<file path="src/rtl/seed_pkg.sv">
package seed_pkg;

    // Bits needed to hold the values 0 .. n-1, never less than one.
    function automatic int unsigned bits_for(input int unsigned n);
        if (n <= 1) return 1;
        return $clog2(n);
    endfunction

endpackage

</file>
<file path="src/rtl/seed_free_ctr.sv">
module seed_free_ctr #(
    parameter int unsigned WIDTH = 6
) (
    input  logic             clk,
    output logic [WIDTH-1:0] count
);
    // Deliberately no reset: the value at reset release depends on how
    // long the chip sat in reset, which is the entropy being harvested.
    typedef struct packed {
        logic [WIDTH-1:0] cnt;
    } free_t;

    free_t q, d;

    always_comb begin
        d     = q;
        d.cnt = q.cnt + WIDTH'(1);
    end

    always_ff @(posedge clk) begin
        q <= d;
    end

    assign count = q.cnt;
endmodule

</file>
<file path="src/rtl/seed_evt_sync.sv">
module seed_evt_sync #(
    parameter int unsigned SYNC_STAGES = 2
) (
    input  logic clk,
    input  logic rst,
    input  logic raw,
    output logic rise
);
    localparam int unsigned PIPE_W = SYNC_STAGES + 1;

    typedef struct packed {
        logic [PIPE_W-1:0] pipe;
    } sync_t;

    sync_t q, d;

    always_comb begin
        d      = q;
        d.pipe = {q.pipe[PIPE_W-2:0], raw};
    end

    always_ff @(posedge clk) begin
        if (rst) q <= '0;
        else     q <= d;
    end

    // Last synchronised stage high, one-cycle-older copy low.
    assign rise = q.pipe[SYNC_STAGES-1] & ~q.pipe[SYNC_STAGES];
endmodule

</file>
<file path="src/rtl/seed_tick_timer.sv">
module seed_tick_timer
    import seed_pkg::*;
#(
    parameter int unsigned CLK_PER_US   = 100,
    parameter int unsigned MOD_BASE     = 100,
    parameter int unsigned HOLDOFF_US   = 2000,
    parameter int unsigned BITS_PER_EVT = 6
) (
    input  logic                    clk,
    input  logic                    rst,
    input  logic                    restart,
    output logic [BITS_PER_EVT-1:0] evt_bits,
    output logic                    hold_ok
);
    localparam int unsigned RES_W  = bits_for(MOD_BASE);
    localparam int unsigned HOLD_W = bits_for(HOLDOFF_US + 1);
    localparam int unsigned PRE_W  = bits_for(CLK_PER_US);

    logic tick;

    // Microsecond prescaler; a divide of one needs no counter at all.
    if (CLK_PER_US > 1) begin : g_div
        logic [PRE_W-1:0] pre_q, pre_d;
        logic             at_end;

        assign at_end = (pre_q == PRE_W'(CLK_PER_US - 1));

        always_comb begin
            pre_d = pre_q + PRE_W'(1);
            if (restart || at_end) pre_d = '0;
        end

        always_ff @(posedge clk) begin
            if (rst) pre_q <= '0;
            else     pre_q <= pre_d;
        end

        assign tick = at_end;
    end else begin : g_nodiv
        assign tick = 1'b1;
    end

    typedef struct packed {
        logic [RES_W-1:0]  res;   // interval ticks, kept modulo MOD_BASE
        logic [HOLD_W-1:0] hold;  // interval ticks, saturating at HOLDOFF_US
    } tmr_t;

    tmr_t q, d;

    always_comb begin
        d = q;
        if (restart) begin
            d.res  = '0;
            d.hold = '0;
        end else if (tick) begin
            if (q.res == RES_W'(MOD_BASE - 1)) d.res = '0;
            else                               d.res = q.res + RES_W'(1);
            if (q.hold != HOLD_W'(HOLDOFF_US)) d.hold = q.hold + HOLD_W'(1);
        end
    end

    always_ff @(posedge clk) begin
        if (rst) q <= '0;
        else     q <= d;
    end

    assign evt_bits = q.res[BITS_PER_EVT-1:0];
    assign hold_ok  = (q.hold == HOLD_W'(HOLDOFF_US));
endmodule

</file>
<file path="src/rtl/seed_accum.sv">
module seed_accum
    import seed_pkg::*;
#(
    parameter int unsigned SEED_W       = 64,
    parameter int unsigned BITS_PER_EVT = 6,
    parameter int unsigned BOOT_BITS    = 6
) (
    input  logic                    clk,
    input  logic                    rst,
    input  logic [BOOT_BITS-1:0]    boot_src,
    input  logic                    accept,
    input  logic [BITS_PER_EVT-1:0] evt_bits,
    input  logic                    ack,
    output logic [SEED_W-1:0]       seed,
    output logic                    ready,
    output logic                    boot_pend
);
    localparam int unsigned CNT_W = bits_for(SEED_W + BITS_PER_EVT + BOOT_BITS + 1);

    typedef struct packed {
        logic [SEED_W-1:0] seed;
        logic [CNT_W-1:0]  cnt;
        logic              ready;
        logic              boot;
    } acc_t;

    acc_t q, d;

    always_comb begin
        d = q;
        if (q.boot) begin
            d.seed = {q.seed[SEED_W-BOOT_BITS-1:0], boot_src};
            d.cnt  = q.cnt + CNT_W'(BOOT_BITS);
            d.boot = 1'b0;
        end else if (q.ready) begin
            if (ack) begin
                d.seed  = '0;
                d.cnt   = '0;
                d.ready = 1'b0;
            end
        end else if (accept) begin
            d.seed = {q.seed[SEED_W-BITS_PER_EVT-1:0], evt_bits};
            d.cnt  = q.cnt + CNT_W'(BITS_PER_EVT);
        end
        if (!q.ready && (d.cnt >= CNT_W'(SEED_W))) d.ready = 1'b1;
    end

    always_ff @(posedge clk) begin
        if (rst) q <= '{seed: '0, cnt: '0, ready: 1'b0, boot: 1'b1};
        else     q <= d;
    end

    assign seed      = q.seed;
    assign ready     = q.ready;
    assign boot_pend = q.boot;
endmodule

</file>
<file path="src/rtl/seed_harvester.sv">
module seed_harvester #(
    parameter int unsigned CLK_PER_US   = 100,
    parameter int unsigned HOLDOFF_US   = 2000,
    parameter int unsigned MOD_BASE     = 100,
    parameter int unsigned BITS_PER_EVT = 6,
    parameter int unsigned BOOT_BITS    = 6,
    parameter int unsigned SEED_W       = 64,
    parameter int unsigned SYNC_STAGES  = 2
) (
    input  logic              clk,
    input  logic              rst,
    input  logic              evt_raw,
    input  logic              seed_ack,
    output logic [SEED_W-1:0] seed_value,
    output logic              seed_ready
);
    logic [BOOT_BITS-1:0]    free_val;
    logic                    rise;
    logic                    hold_ok;
    logic [BITS_PER_EVT-1:0] evt_bits;
    logic                    boot_pend;
    logic                    accept;

    seed_free_ctr #(.WIDTH(BOOT_BITS)) u_free (
        .clk   (clk),
        .count (free_val)
    );

    seed_evt_sync #(.SYNC_STAGES(SYNC_STAGES)) u_sync (
        .clk  (clk),
        .rst  (rst),
        .raw  (evt_raw),
        .rise (rise)
    );

    // An edge counts only outside the holdoff and while a seed is open.
    assign accept = rise & hold_ok & ~seed_ready & ~boot_pend;

    seed_tick_timer #(
        .CLK_PER_US   (CLK_PER_US),
        .MOD_BASE     (MOD_BASE),
        .HOLDOFF_US   (HOLDOFF_US),
        .BITS_PER_EVT (BITS_PER_EVT)
    ) u_timer (
        .clk      (clk),
        .rst      (rst),
        .restart  (accept),
        .evt_bits (evt_bits),
        .hold_ok  (hold_ok)
    );

    seed_accum #(
        .SEED_W       (SEED_W),
        .BITS_PER_EVT (BITS_PER_EVT),
        .BOOT_BITS    (BOOT_BITS)
    ) u_accum (
        .clk       (clk),
        .rst       (rst),
        .boot_src  (free_val),
        .accept    (accept),
        .evt_bits  (evt_bits),
        .ack       (seed_ack),
        .seed      (seed_value),
        .ready     (seed_ready),
        .boot_pend (boot_pend)
    );
endmodule

</file>
<file path="config.mk">
export PLATFORM = sky130hd
export DESIGN_NAME = seed_harvester
export DESIGN_NICKNAME = d
export VERILOG_FILES = /design/src/rtl/seed_pkg.sv /design/src/rtl/seed_free_ctr.sv /design/src/rtl/seed_evt_sync.sv /design/src/rtl/seed_tick_timer.sv /design/src/rtl/seed_accum.sv /design/src/rtl/seed_harvester.sv
export SDC_FILE = /design/constraint.sdc
export NUM_CORES = 1
export LEC_CHECK = 0
export BUFFER_PORTS_ARGS = -buffer_cell sky130_fd_sc_hd__buf_2
export CELL_PAD_IN_SITES_DETAIL_PLACEMENT = 1
export CELL_PAD_IN_SITES_GLOBAL_PLACEMENT = 1
export CORE_UTILIZATION = 43
export CTS_BUF_LIST = sky130_fd_sc_hd__clkbuf_16
export CTS_CLUSTER_SIZE = 24
export DETAILED_ROUTE_END_ITERATION = 16
export HOLD_SLACK_MARGIN = 0.08
export PLACE_DENSITY_LB_ADDON = 0.1
export SKIP_CTS_REPAIR_TIMING = 1
export SLEW_MARGIN = 20
export SYNTH_ARGS = -nofsm -noshare
export SYNTH_HDL_FRONTEND = slang
export SYNTH_HIERARCHICAL = 1
export SYNTH_SLANG_ARGS = --single-unit
</file>
<file path="constraint.sdc">
create_clock -name clk -period 2.4 [get_ports clk]
set_input_delay 0.24 -clock clk [delete_from_list [all_inputs] [get_ports clk]]
set_output_delay 0.24 -clock clk [all_outputs]
set_load 0.1 [all_outputs]
</file>
Yosys cells after proc, flatten, opt, wreduce, memory -nomap -nowiden
Index checks and enable logic that the tools add are counted.
{ "op_classes": {"add_sub_neg": 5, "mul": 0, "div_mod_pow": 0, "n_lt_le_gt_ge": 1, "n_eq_ne": 6, "n_shift": 0, "muxes": 9, "bitwise_logic": 7, "reduce_logical": 8} }
{ "ops": {"columns": ["cell", "count"], "rows": [
  ["71-bit 2-to-1 mux", 3],
  ["72-bit 2-to-1 mux", 1],
  ["7-bit by 1-bit adder with 7-bit output (second input constant)", 2],
  ["7-bit equality test (second input constant)", 2],
  ["11-bit by 1-bit adder with 11-bit output (second input constant)", 1],
  ["11-bit equality test (second input constant)", 1],
  ["11-bit != test (second input constant)", 1],
  ["7-bit by 3-bit adder with 7-bit output (second input constant)", 1],
  ["7-bit greater-or-equal comparator (second input constant)", 1],
  ["7-bit 2-to-1 mux", 1],
  ["6-bit by 1-bit adder with 6-bit output (second input constant)", 1],
  ["1-bit bitwise AND", 4],
  ["1-bit 2-to-1 mux", 4],
  ["2-bit AND reduction", 2],
  ["2-bit OR reduction", 2],
  ["3-bit != test (second input constant)", 1],
  ["1-bit NOT", 3],
  ["3-bit nonzero test", 1],
  ["2-bit != test (second input constant)", 1],
  ["1-bit logical AND", 1],
  ["1-bit logical NOT", 1],
  ["1-bit logical OR", 1]
]} }
{ "word_totals": {"register_bits": 107, "latchBits": 0, "ram_bits": 0, "mem_bits_ro": 0, "output_inout_bits": 65, "word_cells": 45, "n_memories": 0} }

Logic depth before layout (Yosys ltp)
Gate-level depths: netlist (run 1).
{ "depth": {"word_depth": 11, "mapped_depth": 12} }

By module
The synthesis (run 1) kept the hierarchy.
{ "by_module_without_submodules": {"columns": ["mod", "n_inst", "cells_per_inst", "area_each_um2", "seq_area_each_um2"], "rows": [
  ["seed_accum", 1, 338, 3057.9, 1441.4],
  ["seed_tick_timer", 1, 142, 1227.4, 500.5],
  ["seed_free_ctr", 1, 15, 197.7, 120.1],
  ["seed_evt_sync", 1, 7, 87.6, 60.1],
  ["seed_harvester", 1, 1, 12.5, 0.0]
]} }

Worst setup path after synthesis (run 1)
No wires, ideal clock.
{ "synth_path": {"path_type": "register to register", "from": "register u_accum.q, in the netlist u_accum/ready", "to": "register u_accum.q, in the netlist u_accum/seed[58]", "setup_time_ns": 0.128, "arrival_time_ns": 2.335, "required_ns": 2.272, "path_slack_ns": -0.063, "path_stages_with_launch": 9, "synth_period_minus_slack_ns": 2.463, "cell_sequence": "dfxtp_1 > and4bb_2 > nor2b_1 > buf_6 > or2_1 > buf_2 > buf_2 > a22oi_1 > nor2_1"} }
{ "synth_between": {"elab_chain_len": 5} }
{ "synth_lines": {"columns": ["element", "line", "rtl"], "rows": [
  ["from (decl)", "seed_accum.sv:27", "acc_t q, d;"],
  ["from (signal assigned)", "seed_accum.sv:49", "if (rst) q <= '{seed: '0, cnt: '0, ready: 1'b0, boot: 1'b1};"],
  ["1-bit NOT", "seed_harvester.sv:37", "assign accept = rise & hold_ok & ~seed_ready & ~boot_pend;"],
  ["1-bit bitwise AND (2 in a row)", "seed_harvester.sv:37", null],
  ["named net accept", "seed_harvester.sv:22", "logic accept;"],
  ["3-bit nonzero test (no line)", null, null],
  ["2-bit AND reduction (no line)", null, null]
]} }
The timed path passes the listed nets, and every way through them passes these cells.
A chain may end at the register's enable or synchronous reset.

Worst setup path in the final report (run 1)
{ "layout_path": {"from": "register u_timer/q[0] (netlist name)", "to": "register u_accum.q, in the netlist u_accum/seed[7]"} }
{ "layout_between": {"elab_chain_len": 6} }
{ "layout_lines": {"columns": ["element", "line", "rtl"], "rows": [
  ["from (decl)", "seed_tick_timer.sv:48", "tmr_t q, d;"],
  ["from (signal assigned)", "seed_tick_timer.sv:63", "if (rst) q <= '0;"],
  ["from (signal assigned)", "seed_tick_timer.sv:64", "else q <= d;"],
  ["11-bit equality test", "seed_tick_timer.sv:68", "assign hold_ok = (q.hold == HOLD_W'(HOLDOFF_US));"],
  ["named net hold_ok", "seed_harvester.sv:19", "logic hold_ok;"],
  ["1-bit bitwise AND (3 in a row)", "seed_harvester.sv:37", null],
  ["named net accept", "seed_harvester.sv:22", null],
  ["3-bit nonzero test (no line)", null, null],
  ["2-bit AND reduction (no line)", null, null]
]} }
The timed path passes the listed nets, and every way through them passes these cells.

==> results of run 1 <==
[sequential cells by signal (all words and copies together), names as in the netlist, named ones only]
name	count
u_accum/boot_pend	1
u_accum/q	2
u_accum/ready	1
u_accum/seed	64
u_free/count	6
u_sync/q	3
u_timer/evt_bits	6
u_timer/g_div.pre_q	7
u_timer/q	12
[cells by family (layout without fill, tap and decap cells)]
group	Yosys count	in the layout
simple gates	169	169
fa+ha+maj	6	6
buf+inv	108	114
compound gates	94	94
flops	106	106
xor+xnor	19	19
mux	1	1
[per-layer routing]
metal / track usage, % / wire, um / up-vias
li1: - / - / 1689
met5: 0 / 0 / -
met1: 23.5 / 5010 / 1685
met2: 31.4 / 5140 / 51
met3: 3.46 / 254 / 12
met4: 8.35 / 173 / 0
[final timing paths]
| kind | slack, ps | endpoint | startpoint | cells after the start |
|---|---|---|---|---|
| worst max register to register | 100 | u_accum/seed[7] | u_timer/q[0] | 12 |
| worst max-delay path | 100 | u_accum/seed[7] | u_timer/q[0] | 12 |
| worst min register to register | 440 | u_free/count[0] | u_free/count[0] | 1 |
| worst min-delay path | 120 | u_sync/q[0] | evt_raw | 2 |
[cell usage after synthesis (all sizes together) (3+ instances only)]
cell	n	area share (%)
nor2b	6	0.87
a31oi	6	0.82
a21oi	12	1.3
nand2	21	1.7
ha	6	1.6
nor4b	3	0.57
inv	11	0.90
nor3	5	0.55
clkbuf	13	1.1
buf	84	13
and4	3	0.57
nand3b	8	1.3
o21ai	7	0.76
xor2	8	1.5
dfxtp	106	46
nor2	78	6.4
or4	3	0.57
nand4	7	0.96
a22oi	58	9.5
nand3	18	2.1
and3	5	0.79
xnor2	11	2.1
[stage by stage]
stage / cell area [um2] / hold WS, ps
after floorplan: 4580 / 268
after global placement: 4550 / 410
after detailed placement: 4550 / 427
after CTS: 4810 / 115
after global routing: 4940 / 138
final: 4940 / 122
[report_power, final]
part | internal, mW | total (mW) | switching, mW
Combinational | 0.0511 | 0.144 | 0.0926
Clock | 0.682 | 1.31 | 0.625
Sequential | 1.77 | 1.78 | 0.0122
[cell usage in the layout, fill, tap and decap left out, types with 2 or more instances in the layout]
cell | Yosys | routed
or2_2 | 1 | 2
xor2_1 | 8 | 8
nand3b_1 | 8 | 8
dfxtp_4 | 0 | 2
buf_2 | 10 | 68
and4_1 | 3 | 3
buf_4 | 72 | 13
a211oi_1 | 2 | 2
a21oi_1 | 12 | 12
inv_1 | 10 | 12
or4_1 | 2 | 2
a22oi_1 | 58 | 58
nand4_1 | 7 | 7
nor3_1 | 5 | 5
o21ai_0 | 5 | 5
and4bb_2 | 2 | 2
o21ai_1 | 2 | 2
o32ai_1 | 2 | 2
or3_1 | 2 | 2
nand3_1 | 17 | 17
ha_1 | 6 | 6
nor2_1 | 78 | 78
buf_8 | 0 | 2
xnor2_1 | 11 | 11
dfxtp_1 | 106 | 103
nor4b_1 | 3 | 2
nand2b_1 | 2 | 2
nand2_1 | 21 | 21
o21a_1 | 2 | 2
clkinv_1 | 0 | 2
nor2b_1 | 5 | 4
clkbuf_16 | 0 | 10
and3_1 | 4 | 4
a31oi_1 | 6 | 6
buf_12 | 0 | 3
[cell type report]
type / instances / area share [%]
multi-input cells: 289 / 36.0
repair buffers: 88 / 11.4
clock inverters: 6 / 0.557
flip-flops and latches: 106 / 43.1
inverters: 11 / 0.836
clock buffers: 9 / 4.56
well taps: 136 / 3.45
[worst max-delay path, delay by kind of cell (launching register included)]
kind	cells	cell delay, ps
simple gates	5	980
buf+inv	5	620
flops	1	350
fa+ha+maj	1	190
compound gates	1	80
==> metrics.txt, run 1 <==
Top FF cell, synth dfxtp_1; Cell Area, Synth 4580 um2; area occupied by multi-input gates 1780 um2; Max Cap Viol 0; Final WS setup 102 ps; Synth Area in Compound Gates ~14%; Worst EP required 2680 ps; HPWL after DPL 6590 um; Post-synth EDFFs 0; Die H 105 um; Hold Path Class primary input to flip-flop; TNS Setup 0 ps; Final Hold Viols 0; Synth Instances around 500; Slew @ Worst Pin 581 ps; die width around 110 um; drt via density 5.33; async set-reset flop share out of synthesis 0%; Finished Layout Cells roughly 650; H-tree levels 3; fin crit share 95.7%; Peak VDD IR 0.320 mV; slowest stage delay, CP 350 ps; CTS root buf clkbuf_16; Tot Pwr about 3.2 mW; vias in the first global route 3382; Ports 69; Core Util, Final 47.8%; register area 2130 um2; Final Wtd Congestion 0.796; FP Rows 37; Final setup viols 0; DP Worst Slack between 50 and 60 ps; Mean Syn Cell Area 9.11 um2; Max Clk Rate 435 MHz; CTS buffer count 9; Seq/Total Area, Yosys 46.3%; placed cells 620; IO buf count 68; pin count of the biggest net entering global routing 70; gr ovfl total 0; detailed-route DRC error count 0; Worst Clk Skew 10.1 ps; fin crit period 2300 ps; Crit Path Class flip-flop to flip-flop; Worst path slowest cell dfxtp_4; crit-path cells inv_1, ha_1, nand4_1, inv_2, and4bb_2, nor2b_4, buf_4, nor3b_4, buf_4, buf_8, a22oi_1, nor2_1; Crit Path Max Fanout 17; Slew headroom between 60% and 70%; share of cells above drive strength 1 22.6%; CP Capture Type flip-flop; Fill cells 1228; CP Launch Type flip-flop; post-synthesis adder-cell area fraction 1.64%; CP dominant cell by count buf_4; Post-Synth XOR/XNOR Area 3.63%; Worst-path clk slew 60 ps; Netlist cell types 49; Max clock buf depth 2; register bit total from synthesis 106; clk sink count ~110; Post-Syn Nets ~510; DR WL/cell 16.4 um; Starting Density 44.4%; gr usage total 18.8%; post-synthesis mux area share 0.218%; Die ar. between 10000 and 15000 um2; first-pass GRT wire length about 17000 um; initial antenna violation count 0; Nets a little over 500; Leak Pwr approximately 2.0 nW; routed wire length 10600 um; ant diodes 0; status finished clean; Ys Warns 6; Pwr per Cell Area 654 nW/um2; core area 10300 um2; via total after detailed routing approximately 3400; clk_lat worst skew 350 ps; fin. max-slew vios 0; WP data arrival 2570 ps; main combinational cell family by area after synthesis simple AND/OR/NAND/NOR gates; DR pass1 iterations 4; CTS tree done; 1st-iter DRT viols 160; Simple-Gate Fraction of Synth Area 18.7%; Post-DRT Antenna Nets 0; area grow syn2layout 7.75%
Note: power is estimated with default switching activity, not from simulation.
==> run 2, diff against run 1 <==
--- a/config.mk
+++ b/config.mk
@@ -14,6 +14,7 @@
 export DETAILED_ROUTE_END_ITERATION = 16
 export HOLD_SLACK_MARGIN = 0.08
 export PLACE_DENSITY_LB_ADDON = 0.1
+export SETUP_SLACK_MARGIN = 0.2
 export SKIP_CTS_REPAIR_TIMING = 1
 export SLEW_MARGIN = 20
 export SYNTH_ARGS = -nofsm -noshare
==> metrics.txt, run 2 (synthesized netlist as in run 1, its figures left out) <==
Crit Path Class flip-flop to flip-flop (unchanged); Worst Clk Skew 9.28 ps (was 10.1 ps); die width 105 um (unchanged); Core Util, Final 52.4% (was 47.8%); initial antenna violation count 0 (unchanged); Slew headroom 59.4% (was 61.3%); Nets 530 (was 515); most common cell after layout, fill and taps aside dfxtp_1 (unchanged); routed wire length 11900 um (was 10600 um); fin. max-slew vios 0 (unchanged); via total after detailed routing 3582 (was 3437); WHS Path Cells 2 (unchanged); area grow syn2layout 18.1% (was 7.75%); max reg flops 64 (unchanged); DR WL/cell 18.0 um (was 16.4 um); Clock power frac 39.8% (was 40.4%); Post-DRT Antenna Nets 0 (unchanged); Final Wtd Congestion 0.796 (unchanged); detailed-route DRC error count 0 (unchanged); 1st-iter DRT viols 116 (was 160); WHS 123 ps (was 122 ps); Slew @ Worst Pin 609 ps (was 581 ps); DP Area 4550 um2 (unchanged); placed cells 620 (unchanged); RSZ-0062 raised after global routing true; Worst EP required 2610 ps (was 2680 ps); pin count of the biggest net entering global routing 70 (unchanged); Hold Path Class primary input to flip-flop (unchanged); CTS tree done (unchanged); Worst-path clk slew 70 ps (was 60 ps); Flop pwr share 54.0% (was 55.1%); CTS buffer count 9 (unchanged); share of cells above drive strength 1 34.4% (was 22.6%); hold path startpoint evt_raw (unchanged); Tot Pwr 3.30 mW (was 3.23 mW); Endpoint, Worst Hold u_sync/q[0] (unchanged); Pwr per Cell Area 609 nW/um2 (was 654 nW/um2); Fill cells 1182 (was 1228); fin crit share 94.5% (was 95.7%); core area 10300 um2 (unchanged); gr usage total 18.8% (unchanged); Switching Fraction 23.1% (was 22.6%); Starting Density 44.4% (unchanged); first-pass GRT wire length 16600 um (unchanged); Finished Layout Cells 660 (was 645); Ports 69 (unchanged); switching power 762 uW (was 729 uW); R2R setup slack 130 ps (was 100 ps); CTS root buf clkbuf_16 (unchanged); DR pass1 iterations 4 (unchanged); ant diodes 0 (unchanged); most frequent cells in the layout 98 x dfxtp_1, 77 x nor2_1, 68 x buf_2 (was 103 x dfxtp_1, 78 x nor2_1, 68 x buf_2); final instance area 5410 um2 (was 4940 um2); clk_lat worst skew 350 ps (about the same); worst r2r path cells 12 (unchanged); FF-to-FF Start u_timer/q[3] (was u_timer/q[0]); WP data arrival 2480 ps (was 2570 ps); clk sink count 106 (unchanged); Die H 105 um (unchanged); Max clock buf depth 2 (unchanged); Die ar. 11100 um2 (unchanged); Max Clk Rate 441 MHz (was 435 MHz); P_int 2.54 mW (was 2.50 mW); fin crit period 2270 ps (was 2300 ps); Final Hold Viols 0 (unchanged); Leak Pwr 2.14 nW (was 1.98 nW); Final setup viols 0 (unchanged); FP Rows 37 (unchanged); Max Cap Viol 0 (unchanged); RR Endpoint u_accum/seed[27] (was u_accum/seed[7]); gr ovfl total 0 (unchanged); drt via density 5.43 (was 5.33); HPWL after DPL 6590 um (unchanged); H-tree levels 3 (unchanged); vias in the first global route 3382 (unchanged); CP Launch Type flip-flop (unchanged); Crit Path Max Fanout 7 (was 17); status finished clean (unchanged); IO buf count 68 (unchanged); CP Capture Type flip-flop (unchanged); Comb pwr share 6.2% (was 4.4%); Peak VDD IR 0.325 mV (was 0.320 mV)
run 2: cell types whose count changed in the layout (fill, tap and decap cells not counted), moves of 3 or more:
cell,change
buf_6,+4
a22oi_1,-35
nand2_2,+4
dfxtp_2,+4
nand2_1,-5
dfxtp_1,-5
clkbuf_16,+4
a22oi_2,+35
buf_12,+3
buf_4,+4
run 2: power by group through the flow:
stage | registers (mW) | clock network, mW | logic (mW)
final | 1.78 | 1.31 | 0.204
after global routing | 1.78 | 1.43 | 0.217
after CTS | 1.78 | 1.35 | 0.124
after detailed placement | 1.82 | 0 | 0.123
after global placement | 1.82 | 0 | 0.119
after floorplan | 1.82 | 0 | 0.0893
run 2: worst max-delay path by stage:
stage	to	depth (start not counted)	slack [ps]	start
global route	u_accum/seed[51]	12	-8	u_timer/q[3]
finish	u_accum/seed[27]	12	130	u_timer/q[3]
global placement	flip-flop	11	140	u_timer/q[0]
floorplan	u_accum/seed[58]	12	260	u_timer/q[0]
CTS	flip-flop	11	20	u_timer/q[0]
detailed placement	flip-flop	11	50	u_timer/q[0]
run 2: area by class of cell:
| cell class | instances | area (um2) | area share [%] |
|---|---|---|---|
| sequential | 106 | 2140 | 39.5 |
| multi-input combinational | 289 | 2010 | 37.1 |
| timing repair buffer | 103 | 800 | 14.8 |
| clock buffer | 9 | 225 | 4.16 |
| tap | 136 | 170 | 3.14 |
| inverter | 11 | 41.3 | 0.763 |
| clock inverter | 6 | 27.5 | 0.508 |
run 2: critical path, stage by stage, from the launching register on:
cell and delay [ps]:
dfxtp_4 350, nor4b_4 250, nand4_1 210, inv_2 120, and4bb_2 250, nor2b_4 160, buf_6 100, nor3b_4 40
buf_4 140, clkbuf_16 150, buf_12 130, a22oi_1 160, nor2_1 70
run 2: per-stage QoR:
stage / TNS [ps] / setup WS, ps
after floorplan: 0 / 255
after global placement: 0 / 144
after detailed placement: 0 / 53.0
after CTS: 0 / 19.7
after global routing: -18.4 / -8.48
final: 0 / 133
run 2: layer usage:
metal / vias up / global-route usage (%) / share of wire [%]
met2: 54 / 31.4 / 52
met1: 1797 / 23.5 / 44
met4: 0 / 8.35 / 1.7
met5: - / 0 / 0
li1: 1717 / - / -
met3: 14 / 3.46 / 2.3
